==> src/rtl/irq_hub_pkg.sv <==
package irq_hub_pkg;
  localparam int NSRC   = 32;
  localparam int ID_W   = $clog2(NSRC);
  localparam int DATA_W = 32;
  localparam int ADDR_W = 5;

  localparam logic [ADDR_W-1:0] OFF_STAT = 5'h00;
  localparam logic [ADDR_W-1:0] OFF_EN   = 5'h04;
  localparam logic [ADDR_W-1:0] OFF_CRIT = 5'h08;
  localparam logic [ADDR_W-1:0] OFF_POL  = 5'h0C;
  localparam logic [ADDR_W-1:0] OFF_TRIG = 5'h10;
  localparam logic [ADDR_W-1:0] OFF_MSK  = 5'h14;
  localparam logic [ADDR_W-1:0] OFF_PEND = 5'h18;

  // register-bit mask of a reserved source range (source n at bit NSRC-1-n)
  function automatic logic [NSRC-1:0] rsvd_mask(input int lo, input int hi);
    logic [NSRC-1:0] m;
    m = '0;
    for (int n = 0; n < NSRC; n++)
      if (n >= lo && n <= hi) m[NSRC-1-n] = 1'b1;
    return m;
  endfunction

  // lowest-numbered source whose register bit is set (0 when none)
  function automatic logic [ID_W-1:0] first_src(input logic [NSRC-1:0] v);
    logic [ID_W-1:0] id;
    id = '0;
    for (int n = NSRC-1; n >= 0; n--)
      if (v[NSRC-1-n]) id = ID_W'(n);
    return id;
  endfunction
endpackage

==> src/rtl/irq_hub_cond.sv <==
module irq_hub_cond
  import irq_hub_pkg::*;
#(
  parameter int SYNC_STAGES = 2
) (
  input  logic            clk,
  input  logic            rst_n,
  input  logic [NSRC-1:0] raw,
  input  logic [NSRC-1:0] pol,
  input  logic [NSRC-1:0] trig,
  output logic [NSRC-1:0] set_ev
);
  logic [SYNC_STAGES-1:0][NSRC-1:0] sync_q;
  logic [NSRC-1:0] active;
  logic [NSRC-1:0] prev_q;

  always_ff @(posedge clk or negedge rst_n) begin
    if (!rst_n) begin
      sync_q <= '0;
      prev_q <= '0;
    end else begin
      sync_q[0] <= raw;
      for (int s = 1; s < SYNC_STAGES; s++) sync_q[s] <= sync_q[s-1];
      prev_q <= active;
    end
  end

  for (genvar i = 0; i < NSRC; i++) begin : g_src
    // polarity 1: high is active; polarity 0: low is active
    assign active[i] = ~(sync_q[SYNC_STAGES-1][i] ^ pol[i]);
    assign set_ev[i] = trig[i] ? (active[i] & ~prev_q[i]) : active[i];
  end
endmodule

==> src/rtl/irq_hub_prio.sv <==
module irq_hub_prio
  import irq_hub_pkg::*;
(
  input  logic [NSRC-1:0] stat,
  input  logic [NSRC-1:0] en,
  input  logic [NSRC-1:0] crit,
  output logic [NSRC-1:0] masked,
  output logic            irq_norm,
  output logic            irq_crit,
  output logic            top_valid,
  output logic [ID_W-1:0] top_id
);
  assign masked    = stat & en;
  assign irq_norm  = |(masked & crit);
  assign irq_crit  = |(masked & ~crit);
  assign top_valid = |masked;
  assign top_id    = first_src(masked);
endmodule

==> src/rtl/irq_hub_regs.sv <==
module irq_hub_regs
  import irq_hub_pkg::*;
#(
  parameter logic [NSRC-1:0] RSVD = '0
) (
  input  logic              clk,
  input  logic              rst_n,
  input  logic              wr_en,
  input  logic              rd_en,
  input  logic [ADDR_W-1:0] addr,
  input  logic [DATA_W-1:0] wdata,
  input  logic [NSRC-1:0]   set_ev,
  input  logic [NSRC-1:0]   masked,
  input  logic              top_valid,
  input  logic [ID_W-1:0]   top_id,
  output logic [DATA_W-1:0] rdata,
  output logic [NSRC-1:0]   stat,
  output logic [NSRC-1:0]   en,
  output logic [NSRC-1:0]   crit,
  output logic [NSRC-1:0]   pol,
  output logic [NSRC-1:0]   trig
);
  logic [NSRC-1:0]   clr_bits;
  logic [DATA_W-1:0] rd_mux;

  assign clr_bits = (wr_en && addr == OFF_STAT) ? wdata : '0;

  always_comb begin
    unique case (addr)
      OFF_STAT: rd_mux = stat;
      OFF_EN:   rd_mux = en;
      OFF_CRIT: rd_mux = crit;
      OFF_POL:  rd_mux = pol;
      OFF_TRIG: rd_mux = trig;
      OFF_MSK:  rd_mux = masked;
      OFF_PEND: rd_mux = {top_valid, {(DATA_W-1-ID_W){1'b0}}, top_id};
      default:  rd_mux = '0;
    endcase
  end

  always_ff @(posedge clk or negedge rst_n) begin
    if (!rst_n) begin
      stat  <= '0;
      en    <= '0;
      crit  <= '0;
      pol   <= '0;
      trig  <= '0;
      rdata <= '0;
    end else begin
      // a new event in the clearing cycle is kept
      stat <= ((stat & ~clr_bits) | set_ev) & ~RSVD;
      if (wr_en) begin
        case (addr)
          OFF_EN:   en   <= wdata & ~RSVD;
          OFF_CRIT: crit <= wdata;
          OFF_POL:  pol  <= wdata;
          OFF_TRIG: trig <= wdata;
          default:  ;
        endcase
      end
      if (rd_en) rdata <= rd_mux;
    end
  end
endmodule

==> src/rtl/irq_hub.sv <==
module irq_hub
  import irq_hub_pkg::*;
#(
  parameter int SYNC_STAGES = 2,
  parameter int RSVD_LO     = 17,
  parameter int RSVD_HI     = 19
) (
  input  logic              clk,
  input  logic              rst_n,
  input  logic [NSRC-1:0]   irq_src,
  input  logic              wr_en,
  input  logic              rd_en,
  input  logic [ADDR_W-1:0] addr,
  input  logic [DATA_W-1:0] wdata,
  output logic [DATA_W-1:0] rdata,
  output logic              irq_norm,
  output logic              irq_crit,
  output logic              top_valid,
  output logic [ID_W-1:0]   top_id
);
  localparam logic [NSRC-1:0] RSVD = rsvd_mask(RSVD_LO, RSVD_HI);

  logic [NSRC-1:0] src_rev;
  logic [NSRC-1:0] set_ev;
  logic [NSRC-1:0] stat_q, en_q, crit_q, pol_q, trig_q, masked;

  // reversed numbering: source n at bit NSRC-1-n
  for (genvar n = 0; n < NSRC; n++) begin : g_rev
    assign src_rev[NSRC-1-n] = irq_src[n];
  end

  irq_hub_cond #(.SYNC_STAGES(SYNC_STAGES)) u_cond (
    .clk(clk), .rst_n(rst_n), .raw(src_rev), .pol(pol_q), .trig(trig_q),
    .set_ev(set_ev)
  );

  irq_hub_regs #(.RSVD(RSVD)) u_regs (
    .clk(clk), .rst_n(rst_n), .wr_en(wr_en), .rd_en(rd_en), .addr(addr),
    .wdata(wdata), .set_ev(set_ev), .masked(masked), .top_valid(top_valid),
    .top_id(top_id), .rdata(rdata), .stat(stat_q), .en(en_q), .crit(crit_q),
    .pol(pol_q), .trig(trig_q)
  );

  irq_hub_prio u_prio (
    .stat(stat_q), .en(en_q), .crit(crit_q), .masked(masked),
    .irq_norm(irq_norm), .irq_crit(irq_crit), .top_valid(top_valid),
    .top_id(top_id)
  );
endmodule

==> config.mk <==
export PLATFORM = sky130hd
export DESIGN_NAME = irq_hub
export DESIGN_NICKNAME = d
export VERILOG_FILES = /design/src/rtl/irq_hub_pkg.sv /design/src/rtl/irq_hub_cond.sv /design/src/rtl/irq_hub_prio.sv /design/src/rtl/irq_hub_regs.sv /design/src/rtl/irq_hub.sv
export SDC_FILE = /design/constraint.sdc
export NUM_CORES = 1
export LEC_CHECK = 0
export BUFFER_PORTS_ARGS = -buffer_cell sky130_fd_sc_hd__buf_2
export CAP_MARGIN = 40
export CORE_UTILIZATION = 53
export CTS_CLUSTER_DIAMETER = 50
export DETAILED_ROUTE_END_ITERATION = 7
export GPL_ROUTABILITY_DRIVEN = 0
export GPL_TIMING_DRIVEN = 1
export PLACE_DENSITY = 0.76
export SLEW_MARGIN = 20
export SYNTH_ARGS = -nofsm -noshare
export SYNTH_HDL_FRONTEND = slang
export SYNTH_SLANG_ARGS = --single-unit
export TNS_END_PERCENT = 5
==> constraint.sdc <==
create_clock -name clk -period 1.8 [get_ports clk]
set_input_delay 0.27 -clock clk [delete_from_list [all_inputs] [get_ports clk]]
set_output_delay 0.27 -clock clk [all_outputs]
set_load 0.05 [all_outputs]
; Yosys cells after proc, flatten, opt, wreduce, memory -nomap -nowiden
; Cells that the tools add are included.
[totals]
reg_bits = 282
input_bits = 73
output_inout_bits = 40
wordCells = 225
[op_classes]
n_eq_ne = 6
n_mux = 66
n_bitwise = 135
reduce_logical = 9
[ops]
columns = op, n
row1 = case mux 32 bit (7 select lines), 1
row2 = two-way mux 5 bit, 32
row3 = AND 32 bit, 4
row4 = OR reduction 32 bit, 3
row5 = NOT 1 bit, 64
row6 = NOT 32 bit, 2
row7 = AND 1 bit, 32
row8 = two-way mux 1 bit, 32
row9 = two-way mux 32 bit, 1
row10 = OR 32 bit, 1
row11 = XOR 1 bit, 32
row12 = "equality test 5 bit, second input constant", 3
row13 = "equality test 5 x 4 -> 1 bit, second input constant", 2
row14 = AND reduction 2 bit, 4
row15 = "equality test 5 x 3 -> 1 bit, second input constant", 1
row16 = zero test 5 bit, 1
row17 = logical AND 1 bit, 1

; Logic depth before layout (Yosys ltp)
[depth]
depth_word = 34
depth_mapped = 7
ltp_nobuf = 6

; By module
; A second synthesis with hierarchy kept.
[unflattened]
hier_cells = 971
hier_area_um2 = 12374.4
[modules_own_cells]
columns = module, n_inst, cells_per_inst, area_each_um2, seq_area_each_um2
row1 = irq_hub_regs, 1, 645, 8536.9, 4654.5
row2 = irq_hub_cond, 1, 160, 2922.8, 2402.3
row3 = irq_hub_prio, 1, 166, 914.6, 0.0

; Worst setup path before layout
; No wires, ideal clock.
[synth_timing]
path_kind = flip-flop to flip-flop
from = register u_regs.stat[3]
to = register u_regs.rdata[2]
setup_ps = 68
arrival_ps = 2178
required_time_ps = 1732
slack_ps = -446
stages_incl_launch_ff = 8
path_buffers = 1
synth_period_minus_slack_ps = 2246
path_cell_list = dfrtp_1 > clkbuf_1 > a22o_1 > o211ai_1 > a21boi_0 > o21bai_1 > a31oi_1 > a31o_2
[synth_between]
elab_chain_cells = 31
[synth_lines]
columns = item, line_no
row1 = "start, declared", irq_hub_regs.sv:17  ; output logic [NSRC-1:0] stat,
row2 = "start signal, assigned", irq_hub_regs.sv:51  ; stat <= ((stat & ~clr_bits) | set_ev) & ~RSVD;
row3 = AND 32 bit, irq_hub_prio.sv:13  ; assign masked = stat & en;
row4 = two-way mux 5 bit (29 in series), irq_hub_pkg.sv:29  ; if (v[NSRC-1-n]) id = ID_W'(n);
row5 = named net top_id[2], irq_hub.sv:19  ; output logic [ID_W-1:0] top_id
row6 = case mux 32 bit (7 select lines), irq_hub_regs.sv:29  ; unique case (addr)
row7 = "end signal, assigned", irq_hub_regs.sv:61  ; if (rd_en) rdata <= rd_mux;
row8 = "end, declared", irq_hub_regs.sv:16  ; output logic [DATA_W-1:0] rdata,
; The timed path passes the listed nets, and every way through them passes these cells.
; A chain may end at the register's enable or synchronous reset.

; Worst setup path after layout
[layout_timing]
from = register u_regs.stat[2]
to = output top_id[0]
[layout_between]
elab_chain_cells = 31
[layout_lines]
columns = item, line_no
row1 = AND 32 bit, irq_hub_prio.sv:13
row2 = two-way mux 5 bit (30 in series), irq_hub_pkg.sv:29
row3 = "end, declared", irq_hub.sv:19
; Every way passes these cells.

==> flow_metrics.tcl <==
set metrics [dict create \
    global_route_wire_length_before_repair_mm 50.97 \
    postLayoutCellArea_mm2 0.01496 \
    dpl_cell_area_mm2 0.01330 \
    height_of_the_die_um 148.4 \
    drive_above_1_share 0.3540 \
    synth_area_leader_cell "dfrtp_1" \
    worst_clock_skew_ns 0.01702 \
    setup_viol 14 \
    cp-start-kind "register" \
    cp.required_ns 1.53 \
    grt_antenna_before_repair 0 \
    slew_headroom 0.5109 \
    clock_latency_of_the_later_clocked_register_in_the_worst_skew_pair_ns 0.56 \
    floorplan.initialDensity 0.5404 \
    synth.avg_cell_area_um2 12.88 \
    routed-via-count 9132 \
    combinationalPowerShare 0.192 \
    violation_count_after_the_first_detailed_route_iteration 1051 \
    ys_seq_elements 273 \
    vias_per_cell 6.225 \
    timing.hold.ws_ns 0.01776 \
    clkSinkCount 273 \
    total_i_o_pin_count 113 \
    syn_nets 955 \
    critPathKind "register to output port" \
    clk_pin_slew_worst_paths_ns 0.06 \
    netlist.area_leader.share 0.6013 \
    synth_async_sr_flop_share 1.000 \
    most_used_standard_cell_by_instance_count_after_synthesis "dfrtp_1" \
    synth.lib_cells_used.distinct 48 \
    final_core_utilization 0.7114 \
    synth_warnings 0 \
    netlist_top_cells_area "dfrtp_1 (60%), mux2_2 (9.0%), mux2_1 (3.4%), nand2_1 (3.2%), a222oi_1 (2.8%)" \
    final_nets 1242 \
    pwr_density_cell_mw_per_mm2 1112 \
    setup_repair_after_global_routing_missed_its_margin "yes" \
    first_global_vias 9246 \
    filler_cell_count 1379 \
    syn_std_cell_area_mm2 0.01136 \
    port_bufs 109 \
    ys.flop_type "dfrtp_1" \
    grtUsageTotal 0.3023 \
    design.die.area_mm2 0.02203 \
    worst-endpoint-arrival_ns 2.16 \
    wl_per_cell_um 22.33 \
    tightest_slew_ns 0.7328 \
    layout_worst_path_cycle_share 1.348 \
    net-switching-power_mw 4.782 \
    htree_levels 1 \
    synth_edf_count 0 \
    grt_start_max_net_pins 63 \
    ir_drop_uv 944.6 \
    multi_input_comb_area_mm2 0.004472 \
    final_max_slew_viol_count 0 \
    net_switching_fraction_of_the_power 0.2875 \
    hold_violations 0 \
    detailedRoute.firstPassIterationCount 6 \
    min_path_type "input port to register" \
    internal_power_mw 11.85 \
    failing_checks "negative setup slack" \
    syn_inst 882 \
    antenna_violating_nets_post_route 0 \
    syn_to_final_growth_pct 31.64 \
    final-seq-area_mm2 0.006832 \
    clock.fmax_mhz 412.3 \
    finalCriticalPeriod_ns 2.426 \
    fp.coreArea_mm2 0.02102 \
    final.setup.worst_slack_ns -0.6255 \
    cellLeakagePower_nw 6.904 \
    critical_path_peak_fanout 4 \
    fp.dieW_um 148.4 \
    placement_rows 53 \
    outcome "complete, but fails checks" \
    cap_viol_max_count 0 \
    wirelength_mm 32.76 \
    part_of_the_power_in_the_clock_network 0.353 \
    cts_buffer_depth 3 \
    sequentialPowerShare 0.456 \
    critical_path.endpoint_type "output port" \
    part_of_the_yosys_area_used_for_sequential_elements 0.6013 \
    dp.final_hpwl_mm 21.21 \
    tritoncts "yes" \
    synth_top_cells_by_count "dfrtp_1 (273), nand2_1 (98), mux2_2 (91)" \
    cts-buffers-inserted 30 \
    root_buffer "clkbuf_16" \
    drc 0 \
    grt_remaining_overflow 0 \
    antenna-diode-count 0 \
]
==> repair_timing <==
item                                    in CTS  in global routing
hold endpoints to repair                   169                  0
resized for setup                           31                 16
endpoints found under the setup margin      14                 14
hold buffers                                50                  0
setup buffers                                1                  0
pin swaps                                   10                  9
==> cell type report <==
class                           count  share of cell area
Sequential cell                   273              0.4568
Multi-Input combinational cell    566              0.2990
Timing Repair Buffer              297              0.1564
Inverter                            1           0.0002510
Tap cell                          275             0.02301
Clock buffer                       42             0.05789
Clock inverter                     13            0.006693
==> power groups by stage <==
| stage | clock (mW) | combinational [mW] | sequential, mW |
|---|---|---|---|
| 6_report | 5.87 | 3.19 | 7.58 |
| 5_1_grt | 6.22 | 3.38 | 7.65 |
| 4_1_cts | 5.96 | 3.07 | 7.55 |
| 3_5_place_dp | 0 | 2.84 | 7.64 |
| 3_3_place_gp | 0 | 2.77 | 7.59 |
| 2_1_floorplan | 0 | 1.49 | 7.54 |
==> metal layers <==
| metal | wire length [µm] | track usage | share of wire |
|---|---|---|---|
| met1 | 13020 | 0.4076 | 0.40 |
| met2 | 15370 | 0.4786 | 0.47 |
| met3 | 2951 | 0.05307 | 0.090 |
| met4 | 1416 | 0.1418 | 0.043 |
| met5 | 0 | 0 | 0 |
==> worst max-delay path, stage by stage, from the launching register on <==
cell	delay, ns
dfrtp_1	0.44
a22o_1	0.23
a31oi_2	0.22
o21ai_2	0.11
a2111oi_4	0.33
nor2_2	0.11
buf_6	0.17
==> metrics by stage <==
step                cells  power, mW  worst slack, ns  setup TNS, ns
floorplan             882      9.034          -0.1548        -0.7447
detailed placement   1361      10.48          -0.2131         -8.845
global placement     1361      10.36          -0.2122         -7.462
finish               1467      16.63          -0.6255         -5.290
global route         1467      17.25          -0.6770         -5.996
CTS                  1467      16.57          -0.6803         -4.966
==> state kept, by name (all words and copies together) (netlist names) <==
| register | count |
|---|---|
| u_regs.rdata | 32 |
| u_regs.pol | 32 |
| u_regs.stat | 29 |
| u_regs.crit | 32 |
| u_regs.en | 29 |
| u_regs.trig | 32 |
| u_cond.prev_q | 29 |
| u_cond.sync_q | 58 |
==> placed cells by master (no fill, tap or decap), types with 3 or more instances in the layout <==
cell / n
dlygate4sd3_1: 50
o2bb2ai_1: 6
a222oi_1: 32
clkbuf_1: 5
nand4_1: 9
a22oi_1: 12
dfrtp_1: 273
xnor2_1: 29
buf_12: 16
and3_1: 4
nand2_1: 97
nor3_2: 3
clkbuf_8: 7
mux2_1: 34
buf_2: 100
a21oi_2: 3
nand3_1: 30
clkbuf_16: 30
o22ai_1: 14
nor2_2: 3
a32oi_1: 25
a22o_1: 35
nor3_1: 4
a21o_1: 23
o21ai_1: 5
nor2b_1: 5
a21oi_1: 27
a22oi_2: 5
and2_1: 3
clkinv_4: 3
nand2b_1: 25
buf_6: 7
buf_4: 123
o21ai_0: 5
mux2_2: 91
clkinv_2: 6
==> final timing paths <==
path	endpoint	cells past startpoint	start	slack [ns]
max	top_id[0]	6	u_regs.stat[2]$_DFF_PN0_	-0.63
min	u_regs.pol[7]$_DFFE_PN0P_	2	wdata[7]	0.02
max reg2reg	u_regs.rdata[1]$_DFFE_PN0P_	9	u_regs.en[4]$_DFFE_PN0P_	-0.13
min reg2reg	u_cond.sync_q[50]$_DFF_PN0_	0	u_cond.sync_q[18]$_DFF_PN0_	0.34
max in group asynchronous	u_cond.sync_q[56]$_DFF_PN0_	3	rst_n	0.95
min in group asynchronous	u_cond.sync_q[63]$_DFF_PN0_	2	rst_n	0.22
==> cells by family after synthesis <==
group,after synthesis,synth area share
compound gates,212,0.1452
xor+xnor,29,0.02236
buf+inv,43,0.01927
flops,273,0.6013
mux,125,0.1239
simple gates,200,0.08799
Note: power is estimated with default switching activity, not from simulation.
